### config.mk
export PLATFORM = sky130hd
export DESIGN_NAME = ifetch_handshake
export DESIGN_NICKNAME = d
export VERILOG_FILES = /design/src/rtl/ifetch_pkg.sv /design/src/rtl/ifetch_seq.sv /design/src/rtl/ifetch_field_reg.sv /design/src/rtl/ifetch_handshake.sv
export SDC_FILE = /design/constraint.sdc
export NUM_CORES = 1
export LEC_CHECK = 0
export BUFFER_PORTS_ARGS = -buffer_cell sky130_fd_sc_hd__clkbuf_2
export CORE_MARGIN = 2
export CORE_UTILIZATION = 35
export CTS_BUF_LIST = sky130_fd_sc_hd__clkbuf_8
export DETAILED_ROUTE_END_ITERATION = 7
export GPL_ROUTABILITY_DRIVEN = 0
export PLACE_DENSITY = 0.63
export SYNTH_ARGS = -nofsm -noshare
export SYNTH_HDL_FRONTEND = slang
export SYNTH_SLANG_ARGS = --single-unit
### constraint.sdc
create_clock -name clk -period 2.1 [get_ports clk]
set_input_delay 0.21 -clock clk [delete_from_list [all_inputs] [get_ports clk]]
set_output_delay 0.21 -clock clk [all_outputs]
set_load 0.1 [all_outputs]
### src/rtl/ifetch_pkg.sv
// Package ifetch_pkg
// Shared widths and the layout of the instruction fields that are captured.
// Assumes a 32-bit instruction word in which the field positions are fixed.
package ifetch_pkg;
    localparam int unsigned INSN_W = 32;
    localparam int unsigned N_FLD  = 5;

    // Field order: 0 opcode, 1 funct3, 2 rs1, 3 rs2, 4 raw immediate
    localparam int unsigned FLD_LSB [N_FLD] = '{0, 12, 15, 20, 7};
    localparam int unsigned FLD_W   [N_FLD] = '{7, 3, 5, 5, 25};

    // Bit offset of a field inside the flat capture vector
    function automatic int unsigned fld_off(input int unsigned idx);
        int unsigned s;
        s = 0;
        for (int unsigned k = 0; k < idx; k++) s += FLD_W[k];
        return s;
    endfunction

    localparam int unsigned FLAT_W = fld_off(N_FLD);

    typedef enum logic {
        FS_IDLE = 1'b0,
        FS_WAIT = 1'b1
    } fetch_state_e;
endpackage

### src/rtl/ifetch_seq.sv
// Module ifetch_seq
// Sequences one fetch: opens the bus cycle on a next pulse, holds it
// until the acknowledge arrives, then closes it and strobes the register
// file read request in the following cycle. Assumes the acknowledge is
// only meaningful while the cycle is open.
module ifetch_seq
    import ifetch_pkg::*;
(
    input  logic clk,
    input  logic rst_n,
    input  logic next_i,
    input  logic ack_i,
    output logic cyc_o,
    output logic capture_o,
    output logic rreq_o
);
    fetch_state_e state_q;
    logic         done;

    // Acknowledge qualified by an open cycle
    always_comb done = (state_q == FS_WAIT) && ack_i;

    // Fetch state: idle until a pulse, waiting until the acknowledge
    always_ff @(posedge clk) begin
        if (!rst_n) begin
            state_q <= FS_IDLE;
        end else begin
            unique case (state_q)
                FS_IDLE: if (next_i) state_q <= FS_WAIT;
                FS_WAIT: if (ack_i)  state_q <= FS_IDLE;
                default:             state_q <= FS_IDLE;
            endcase
        end
    end

    // Single-cycle read strobe following the acknowledge edge
    always_ff @(posedge clk) begin
        if (!rst_n) rreq_o <= 1'b0;
        else        rreq_o <= done;
    end

    assign cyc_o     = (state_q == FS_WAIT);
    assign capture_o = done;
endmodule

### src/rtl/ifetch_field_reg.sv
// Module ifetch_field_reg
// One loadable field register that clears on reset.
// Assumes that load is asserted only on an acknowledged fetch edge.
module ifetch_field_reg #(
    parameter int unsigned W = 8
) (
    input  logic         clk,
    input  logic         rst_n,
    input  logic         load_i,
    input  logic [W-1:0] d_i,
    output logic [W-1:0] q_o
);
    // Hold the field, reload on capture
    always_ff @(posedge clk) begin
        if (!rst_n)      q_o <= '0;
        else if (load_i) q_o <= d_i;
    end
endmodule

### src/rtl/ifetch_handshake.sv
// Module ifetch_handshake
// Top of the fetch handshake: bus request and acknowledge, capture of the
// instruction fields, and the register-file read request. Assumes a
// classic single-beat bus in which data is valid with the acknowledge.
module ifetch_handshake
    import ifetch_pkg::*;
#(
    parameter int unsigned DATA_W = INSN_W
) (
    input  logic              clk,
    input  logic              rst_n,
    input  logic              next_insn_i,
    output logic              bus_cyc_o,
    input  logic              bus_ack_i,
    input  logic [DATA_W-1:0] bus_rdata_i,
    output logic              rf_rd_req_o,
    output logic [FLD_W[0]-1:0] opcode_o,
    output logic [FLD_W[1]-1:0] funct3_o,
    output logic [FLD_W[2]-1:0] rs1_o,
    output logic [FLD_W[3]-1:0] rs2_o,
    output logic [FLD_W[4]-1:0] imm_raw_o
);
    logic              capture;
    logic [FLAT_W-1:0] fld_flat;

    ifetch_seq u_seq (
        .clk       (clk),
        .rst_n     (rst_n),
        .next_i    (next_insn_i),
        .ack_i     (bus_ack_i),
        .cyc_o     (bus_cyc_o),
        .capture_o (capture),
        .rreq_o    (rf_rd_req_o)
    );

    // One register per field, taken from its fixed slice of the word
    for (genvar g = 0; g < N_FLD; g++) begin : g_fld
        localparam int unsigned W = FLD_W[g];
        localparam int unsigned L = FLD_LSB[g];
        localparam int unsigned O = fld_off(g);
        ifetch_field_reg #(.W(W)) u_reg (
            .clk    (clk),
            .rst_n  (rst_n),
            .load_i (capture),
            .d_i    (bus_rdata_i[L+W-1:L]),
            .q_o    (fld_flat[O+W-1:O])
        );
    end

    assign opcode_o  = fld_flat[fld_off(0) +: FLD_W[0]];
    assign funct3_o  = fld_flat[fld_off(1) +: FLD_W[1]];
    assign rs1_o     = fld_flat[fld_off(2) +: FLD_W[2]];
    assign rs2_o     = fld_flat[fld_off(3) +: FLD_W[3]];
    assign imm_raw_o = fld_flat[fld_off(4) +: FLD_W[4]];
endmodule

==> run metrics, run 1 <==
RSZ-0062 raised after global routing=false; Seq pwr share=41.2%; Unique masters post-synth=15; cts repair resizes=0; Worst setup SP type=register; outcome=finished clean; shortest period the worst path allows=1.41 ns; Sum Neg Setup Slack=0 ns; worst-skew pair later-pin latency=0.28 ns; Worst-Margin Slew=0.604 ns; CTS tree=done; Hold Buf Count CTS=0; Post-Synthesis Net Count=202; CP Class=reg -> out; Fmax=707 MHz; Final Util=44.7%; power per cell area=860 nW/um^2; final setup fails=0; DRC Markers=0; DRT iter0 DRCs=41; Synth Warn #=0; Worst Setup End Kind=output pin; Mapped Cells=166; antenna-violating nets left=0; dpl hpwl=2200 microns; Setup Skew=0.00805 ns; clock buffer depth=2; switch share=34.6%; Worst VDD drop=278 uV; Reg area=681 sq um; most common cell after layout, fill and taps aside=clkbuf_2; clock share of power=34.2%; clock-pin slew on the worst setup and hold paths=0.07 ns; metal2 WL=1540 microns; H-tree depth=2; Leakage=0.888 nW; min-delay worst type=in -> reg; Post-Syn Area per Cell=9.36 sq um; Initial Util=35.9%; Clock Sinks=34; first-pass GRT wire length=5440 microns; Max-Cap Viols=0; placed cell count=272; largest net degree at the start of global routing=67; Metal-1 WL=1550 microns; die area=4990 sq um; final hold vios=0; period utilization=67.4%; most frequent cells in the layout=clkbuf_2, dfxtp_1, nand2_1, nand4_1, o21ai_2; cts bufs inserted=5; final net count=263; vias in the first global route=1180; Core Footprint=4320 sq um; via count=1361; fillcell total=454; Pins Over Slew Limit=0; area of the multi-input gates=632 sq um; cells along the critical path=buf_4 > buf_12; # rows=24; Yosys reg bits=34; IO Port Bufs=82; DR vias/cell=4.86; antenna cells=0; crit-path max cell delay=0.36 ns; initial antenna violation count=0; slew margin rel.=59.8%; Die Span X=70.6 microns; Layout area overhead=24.3%; Worst EP required=1.89 ns; Crit Path Max Fanout=36; routed wire length=3400 microns; top sig layer=met4; drt pass-1 iters=4; Arrival @ worst endpoint=1.20 ns; # IOs=83; internal power=1.09 mW; root buf cell=clkbuf_8; Avg WL per Cell=12.1 microns; Slowest cell on crit path=buf_4; final cell count without fillers=280; postcts setup bufs=0; Comb power frac=24.6%; Sw Pwr=574 uW; layout cells sized above 1=53.9%; die height=70.6 microns; grt total ovfl=0; synthesized cell area=1550 sq um; Tot Pwr=1.66 mW; register area share after synthesis=43.8%; Total GRT Usage=13.8%; Met3 Routed Length=272 microns
[routing by layer]
layer / up-vias / GRT usage, %
met1: 611 / 16.5
met5: - / 0
met3: 2 / 5.41
li1: 696 / -
met2: 52 / 22.2
met4: 0 / 5.66
[power by group through the flow]
stage	Sequential [mW]	Clock, mW	Combinational (mW)
finish	0.684	0.569	0.408
global route	0.687	0.621	0.425
CTS	0.684	0.591	0.410
detailed placement	0.699	0	0.410
global placement	0.698	0	0.411
floorplan	0.876	0	0.179
[path summary, 6_finish.rpt]
kind | from | endpoint | slack, ns | depth (start not counted)
worst min register to register | g_fld[4].u_reg.q_o[21] | g_fld[4].u_reg.q_o[21] | 0.46 | 2
worst max register to register | u_seq.cyc_o | u_seq.cyc_o | 0.96 | 3
worst max-delay path | u_seq.cyc_o | bus_cyc_o | 0.69 | 2
worst min-delay path | bus_rdata_i[15] | g_fld[2].u_reg.q_o[0] | 0.15 | 3
[registers in the layout, summed over array words and instances (netlist names)]
name / cells
g_fld.u_reg.q_o: 32
u_seq.cyc_o: 1
u_seq.rreq_o: 1
[through the flow]
step	hold slack, ns	instance area (sq um)	setup slack [ns]
6_report	0.155	1930	0.685
5_1_grt	0.152	1930	0.625
4_1_cts	0.141	1930	0.676
3_5_place_dp	0.450	1830	0.953
3_3_place_gp	0.449	1830	0.970
2_1_floorplan	0.352	1550	0.432
[area by class of cell]
| type | instances | area share [%] |
|---|---|---|
| sequential | 34 | 35.2 |
| multi-input combinational | 101 | 32.7 |
| tap | 52 | 3.37 |
| clock inverter | 3 | 1.94 |
| clock buffer | 5 | 3.56 |
| timing repair buffer | 85 | 23.2 |
[synth_stat cells (all sizes together)]
cell type   n  area share [%]
dfxtp      34              44
and3        1            0.40
nand4      32              13
clkbuf      2            0.48
o21ai      32              18
a21boi      1            0.48
nand2      32             7.7
nand2b      1            0.56
buf        29              15
and2        1            0.56
or2b        1            0.48
[cell families after synthesis]
kind of cell | Yosys count | synth area share (%)
flops | 34 | 43.8
compound gates | 33 | 18.0
buf+inv | 31 | 15.5
simple gates | 68 | 22.6
[critical path: cells and delay by family, from the launching register on]
family	cells	cell delay [ns]
buf+inv	2	0.59
flops	1	0.33
No activity file was read; power rests on OpenSTA's default activity.
==> run 2: changes to the inputs <==
--- a/config.mk
+++ b/config.mk
@@ -11,7 +11,7 @@
 export CTS_BUF_LIST = sky130_fd_sc_hd__clkbuf_8
 export DETAILED_ROUTE_END_ITERATION = 7
 export GPL_ROUTABILITY_DRIVEN = 0
-export PLACE_DENSITY = 0.63
+export PLACE_DENSITY = 0.65
 export SYNTH_ARGS = -nofsm -noshare
 export SYNTH_HDL_FRONTEND = slang
 export SYNTH_SLANG_ARGS = --single-unit
==> constraint.sdc (replaced) <==
create_clock -name clk -period 1.3 [get_ports clk]
set_input_delay 0.13 -clock clk [delete_from_list [all_inputs] [get_ports clk]]
set_output_delay 0.13 -clock clk [all_outputs]
set_load 0.1 [all_outputs]
==> run 2 against run 1 <==
Sequential power rose by 62%. First-iteration DRC count fell by 7.3%. Sequential cell count did not move. Combinational power rose by 72%. Register-to-register slack got worse by 0.65 ns. Hold slack got worse by 0.084 ns. Global-route usage rose by 0.57 points. Utilization rose by 3.5 points. Final cell count rose by 1.4%. Critical path depth did not move. Non-clock buffer count rose by 4. Critical endpoint unchanged. Highest routed layer unchanged.
==> run metrics, run 2 (same netlist as run 1, synthesis figures left out) <==
Clock Sinks=34 (unchanged); placed cell count=276 (+1.5%); Avg WL per Cell=12.5 microns (+2.9%); # rows=24 (unchanged); cells along the critical path=buf_4 > buf_12; Slowest cell on crit path=dfxtp_4; Worst-Margin Slew=0.540 ns (-0.0637 ns); reg2reg end=g_fld[2].u_reg.q_o[1]; FF-to-FF path depth=3 (unchanged); clock-pin slew on the worst setup and hold paths=0.07 ns (about the same); crit-path max cell delay=0.39 ns (+0.03 ns); largest net degree at the start of global routing=67 (unchanged); Worst setup SP type=register; shortest period the worst path allows=1.20 ns; drt pass-1 iters=4 (unchanged); Hold Crit Endpoint=g_fld[2].u_reg.q_o[0]; vias in the first global route=1217 (+3.1%); root buf cell=clkbuf_8; first-pass GRT wire length=5770 microns (+6.0%); Worst VDD drop=551 uV (+98%); DR vias/cell=4.88 (+0.40%); antenna-violating nets left=0 (unchanged); Worst Setup End Kind=output pin; period utilization=92.4%; CP Class=reg -> out; max reg flops=32 (unchanged); Fmax=833 MHz; Max-Cap Viols=0 (unchanged); final setup fails=0 (unchanged); Initial Util=35.9% (unchanged); Leakage=0.944 nW (+6.3%); Sum Neg Setup Slack=0 ns (unchanged); IO Port Bufs=82 (unchanged); final hold vios=0 (unchanged); DRT iter0 DRCs=38 (-7.3%); power per cell area=1250 nW/um^2 (+45%); RSZ-0062 raised after global routing=false; Layout area overhead=34.1%; Setup Skew=0.00209 ns (-0.00596 ns); Core Footprint=4320 sq um (unchanged); most flop-heavy register=g_fld.u_reg.q_o; DRC Markers=0 (unchanged); Final Cell Area=2080 sq um (+7.9%); layout cells sized above 1=61.2% (+7.3 points); R2R Setup Slk=0.31 ns (-0.65 ns); Worst EP required=1.17 ns (-0.72 ns); Final Util=48.2% (+3.5 points); worst-skew pair later-pin latency=0.28 ns (about the same); most frequent cells in the layout=clkbuf_2, buf_4, nand2_1, nand4_1, o21ai_2; antenna cells=0 (unchanged); Total GRT Usage=14.3% (+0.57 points); clock buffer depth=2 (unchanged); Die Span X=70.6 microns (unchanged); Pins Over Slew Limit=0 (unchanged); initial antenna violation count=0 (unchanged); Crit Path Max Fanout=13 (-64%); Reg-to-Reg Start=u_seq.cyc_o; dpl hpwl=2470 microns (+12%); CTS tree=done; cts bufs inserted=5 (unchanged); Tot Pwr=2.60 mW (+56%); hold path startpoint=bus_rdata_i[15]; Post-DP Area=1990 sq um (+9.2%); grt total ovfl=0 (unchanged); die height=70.6 microns (unchanged); postcts setup bufs=0 (unchanged); min-delay worst type=in -> reg; # IOs=83 (unchanged); Arrival @ worst endpoint=1.07 ns (-0.13 ns); via count=1386 (+1.8%); slew margin rel.=64.2% (+4.4 points); outcome=finished clean; final net count=267 (+1.5%); cts repair resizes=0 (unchanged); Hold Buf Count CTS=0 (unchanged); depth of the worst hold-timing path=3 (unchanged); die area=4990 sq um (unchanged); most common cell after layout, fill and taps aside=clkbuf_2; final cell count without fillers=284 (+1.4%); routed wire length=3550 microns (+4.4%); H-tree depth=2 (unchanged)
-- run 2: cell count changes in the layout (fill, tap and decap cells not counted), sizes merged --
cell	before	now
inv	2	1
clkbuf	86	50
clkinv	0	1
buf	4	45
bufinv	1	0
-- run 2: metrics by stage --
step	hold slack [ns]	setup WS [ns]
floorplan	0.262	0.0361
global placement	0.366	0.328
detailed placement	0.367	0.307
CTS	0.0658	0.0789
global route	0.0735	0.0330
finish	0.0703	0.0990
-- run 2: worst max-delay path: cells and delay by family, from the launching register on --
kind	cells	cell delay (ns)
buf+inv	2	0.40
flops	1	0.39
-- run 2: layout make-up --
class | instances | area [sq um]
multi-input cells | 101 | 632
fillers | 446 | 2240
well taps | 52 | 65.1
clock inverters | 2 | 8.76
flip-flops and latches | 34 | 701
repair buffers | 89 | 596
clock buffers | 6 | 82.6
-- run 2: worst max path at each step --
stage / end / slack, ns / startpoint
6_report: bus_cyc_o / 0.1 / u_seq.cyc_o
5_1_grt: bus_cyc_o / 0.03 / u_seq.cyc_o
4_1_cts: bus_cyc_o / 0.08 / u_seq.cyc_o
3_5_place_dp: g_fld[2].u_reg.q_o[0] / 0.31 / u_seq.cyc_o
3_3_place_gp: g_fld[2].u_reg.q_o[1] / 0.33 / u_seq.cyc_o
2_1_floorplan: g_fld[0].u_reg.q_o[0] / 0.04 / g_fld[0].u_reg.q_o[0]
-- run 2: per-layer routing --
layer | track usage (%) | wire, microns
met1 | 17.3 | 1550
met2 | 24.0 | 1690
met3 | 4.27 | 259
met4 | 5.66 | 55
met5 | 0 | 0
-- run 2: power breakdown --
group / switching (mW) / internal, mW / total, mW
Clock: 0.363 / 0.419 / 0.782
Sequential: 0.0275 / 1.08 / 1.11
Combinational: 0.543 / 0.160 / 0.703
Total: 0.933 / 1.66 / 2.60
==> run 3: changes to the inputs <==
--- a/config.mk
+++ b/config.mk
@@ -12,6 +12,7 @@
 export DETAILED_ROUTE_END_ITERATION = 7
 export GPL_ROUTABILITY_DRIVEN = 0
 export PLACE_DENSITY = 0.65
+export RECOVER_POWER = 100
 export SYNTH_ARGS = -nofsm -noshare
 export SYNTH_HDL_FRONTEND = slang
 export SYNTH_SLANG_ARGS = --single-unit
==> run 3 against run 2 <==
Register-to-register slack got worse by 0.06 ns. Sequential share of layout area up 3.5 points. First-iteration DRC count shrank 26%. Design area decreased by 10%. Clock skew hardly changed. Critical path type unchanged. Largest power group unchanged.
==> run metrics, run 3 (same netlist as run 1, synthesis figures left out) <==
outcome=finished clean; grt total ovfl=0 (unchanged); via count=1369 (-1.2%); Sum Neg Setup Slack=0 ns (unchanged); largest net degree at the start of global routing=67 (unchanged); crit-path max cell delay=0.46 ns (+0.07 ns); shortest period the worst path allows=1.22 ns (+0.0195 ns); period utilization=93.9% (+1.5 points); Worst VDD drop=543 uV (-1.5%); cts repair resizes=0 (unchanged); H-tree depth=2 (unchanged); Pins Over Slew Limit=0 (unchanged); Worst Setup End Kind=output pin; CTS tree=done; initial antenna violation count=0 (unchanged); DRT iter0 DRCs=28 (-26%); DRC Markers=0 (unchanged); die height=70.6 microns (unchanged); Setup Skew=0.00252 ns (+0.000431 ns); Clock Sinks=34 (unchanged); Worst EP required=1.17 ns (about the same); root buf cell=clkbuf_8; DR vias/cell=4.82 (-1.2%); Layout area overhead=20.6%; worst-skew pair later-pin latency=0.28 ns (about the same); dpl hpwl=2470 microns (unchanged); antenna cells=0 (unchanged); antenna-violating nets left=0 (unchanged); # rows=24 (unchanged); Arrival @ worst endpoint=1.09 ns (+0.02 ns); Hold Buf Count CTS=0 (unchanged); Max-Cap Viols=0 (unchanged); max reg flops=32 (unchanged); most frequent cells in the layout=clkbuf_2, buf_2, nand2_1, nand4_1, o21ai_0; Fmax=819 MHz (-1.6%); most common cell after layout, fill and taps aside=clkbuf_2; most flop-heavy register=g_fld.u_reg.q_o; Crit path buffers/inverters=1 (-1); Worst-Margin Slew=0.540 ns (-0.0000294 ns); clock-pin slew on the worst setup and hold paths=0.07 ns (about the same); # IOs=83 (unchanged); cts bufs inserted=5 (unchanged); Total GRT Usage=14.3% (unchanged); Leakage=0.885 nW (-6.3%); postcts setup bufs=0 (unchanged); Core Footprint=4320 sq um (unchanged); power per cell area=1350 nW/um^2 (+8.4%); routed wire length=3540 microns (-0.17%); family with the most delay on the worst path=buffers and inverters; cells along the critical path=clkbuf_2; IO Port Bufs=82 (unchanged); Avg WL per Cell=12.5 microns (-0.17%); Slowest cell on crit path=clkbuf_2; final net count=267 (unchanged); layout cells sized above 1=48.3% (-13 points); Initial Util=35.9% (unchanged); die area=4990 sq um (unchanged); first-pass GRT wire length=5770 microns (unchanged); final setup fails=0 (unchanged); Worst setup SP type=register; drt pass-1 iters=4 (unchanged); slew margin rel.=64.2% (about the same); CP Class=reg -> out; Tot Pwr=2.53 mW (-2.5%); final hold vios=0 (unchanged); Die Span X=70.6 microns (unchanged); min-delay worst type=in -> reg; clock buffer depth=2 (unchanged); Final Util=43.3% (-4.9 points); Crit Path Max Fanout=3 (-10); RSZ-0062 raised after global routing=false; vias in the first global route=1217 (unchanged)
run 3: cell count changes in the layout (fill, tap and decap cells not counted), moves of 2 or more:
cell	delta
buf_2	+37
buf_4	-38
dfxtp_1	+4
dfxtp_2	-4
o21ai_0	+28
o21ai_1	-2
o21ai_2	-26
run 3: cell type report:
| type | instances | area (sq um) |
|---|---|---|
| multi-input combinational | 101 | 534 |
| sequential | 34 | 696 |
| tap | 52 | 65.1 |
| clock buffer | 6 | 82.6 |
| timing repair buffer | 89 | 488 |
| fill | 508 | 2450 |
| clock inverter | 2 | 8.76 |
run 3: per-stage QoR:
stage	setup WS [ns]	instances	instance area, sq um	hold WS, ns
global route	0.0330	284	1870	0.0802
finish	0.0794	284	1870	0.0780
detailed placement	0.307	276	1990	0.367
CTS	0.0789	284	2080	0.0658
global placement	0.328	276	1990	0.366
floorplan	0.0361	166	1570	0.262
run 3: routing by layer:
| metal | GRT usage, % | part of all wire [%] |
|---|---|---|
| met5 | 0 | 0 |
| met2 | 24.0 | 46 |
| met1 | 17.3 | 45 |
| met3 | 4.27 | 7.6 |
| met4 | 5.66 | 1.6 |
run 3: final timing paths:
| check | start | to | slack [ns] | cells after the start |
|---|---|---|---|---|
| worst min register to register | g_fld[4].u_reg.q_o[18] | g_fld[4].u_reg.q_o[18] | 0.46 | 2 |
| worst max register to register | u_seq.cyc_o | g_fld[4].u_reg.q_o[20] | 0.25 | 3 |
| worst max-delay path | g_fld[4].u_reg.q_o[16] | imm_raw_o[16] | 0.08 | 1 |
| worst min-delay path | bus_rdata_i[0] | g_fld[0].u_reg.q_o[0] | 0.08 | 3 |
run 3: power by group:
part / leakage, nW / internal [mW] / switching [mW]
Sequential: 0.281 / 1.08 / 0.0253
Combinational: 0.551 / 0.122 / 0.525
Clock: 0.0524 / 0.419 / 0.357
Total: 0.885 / 1.62 / 0.907
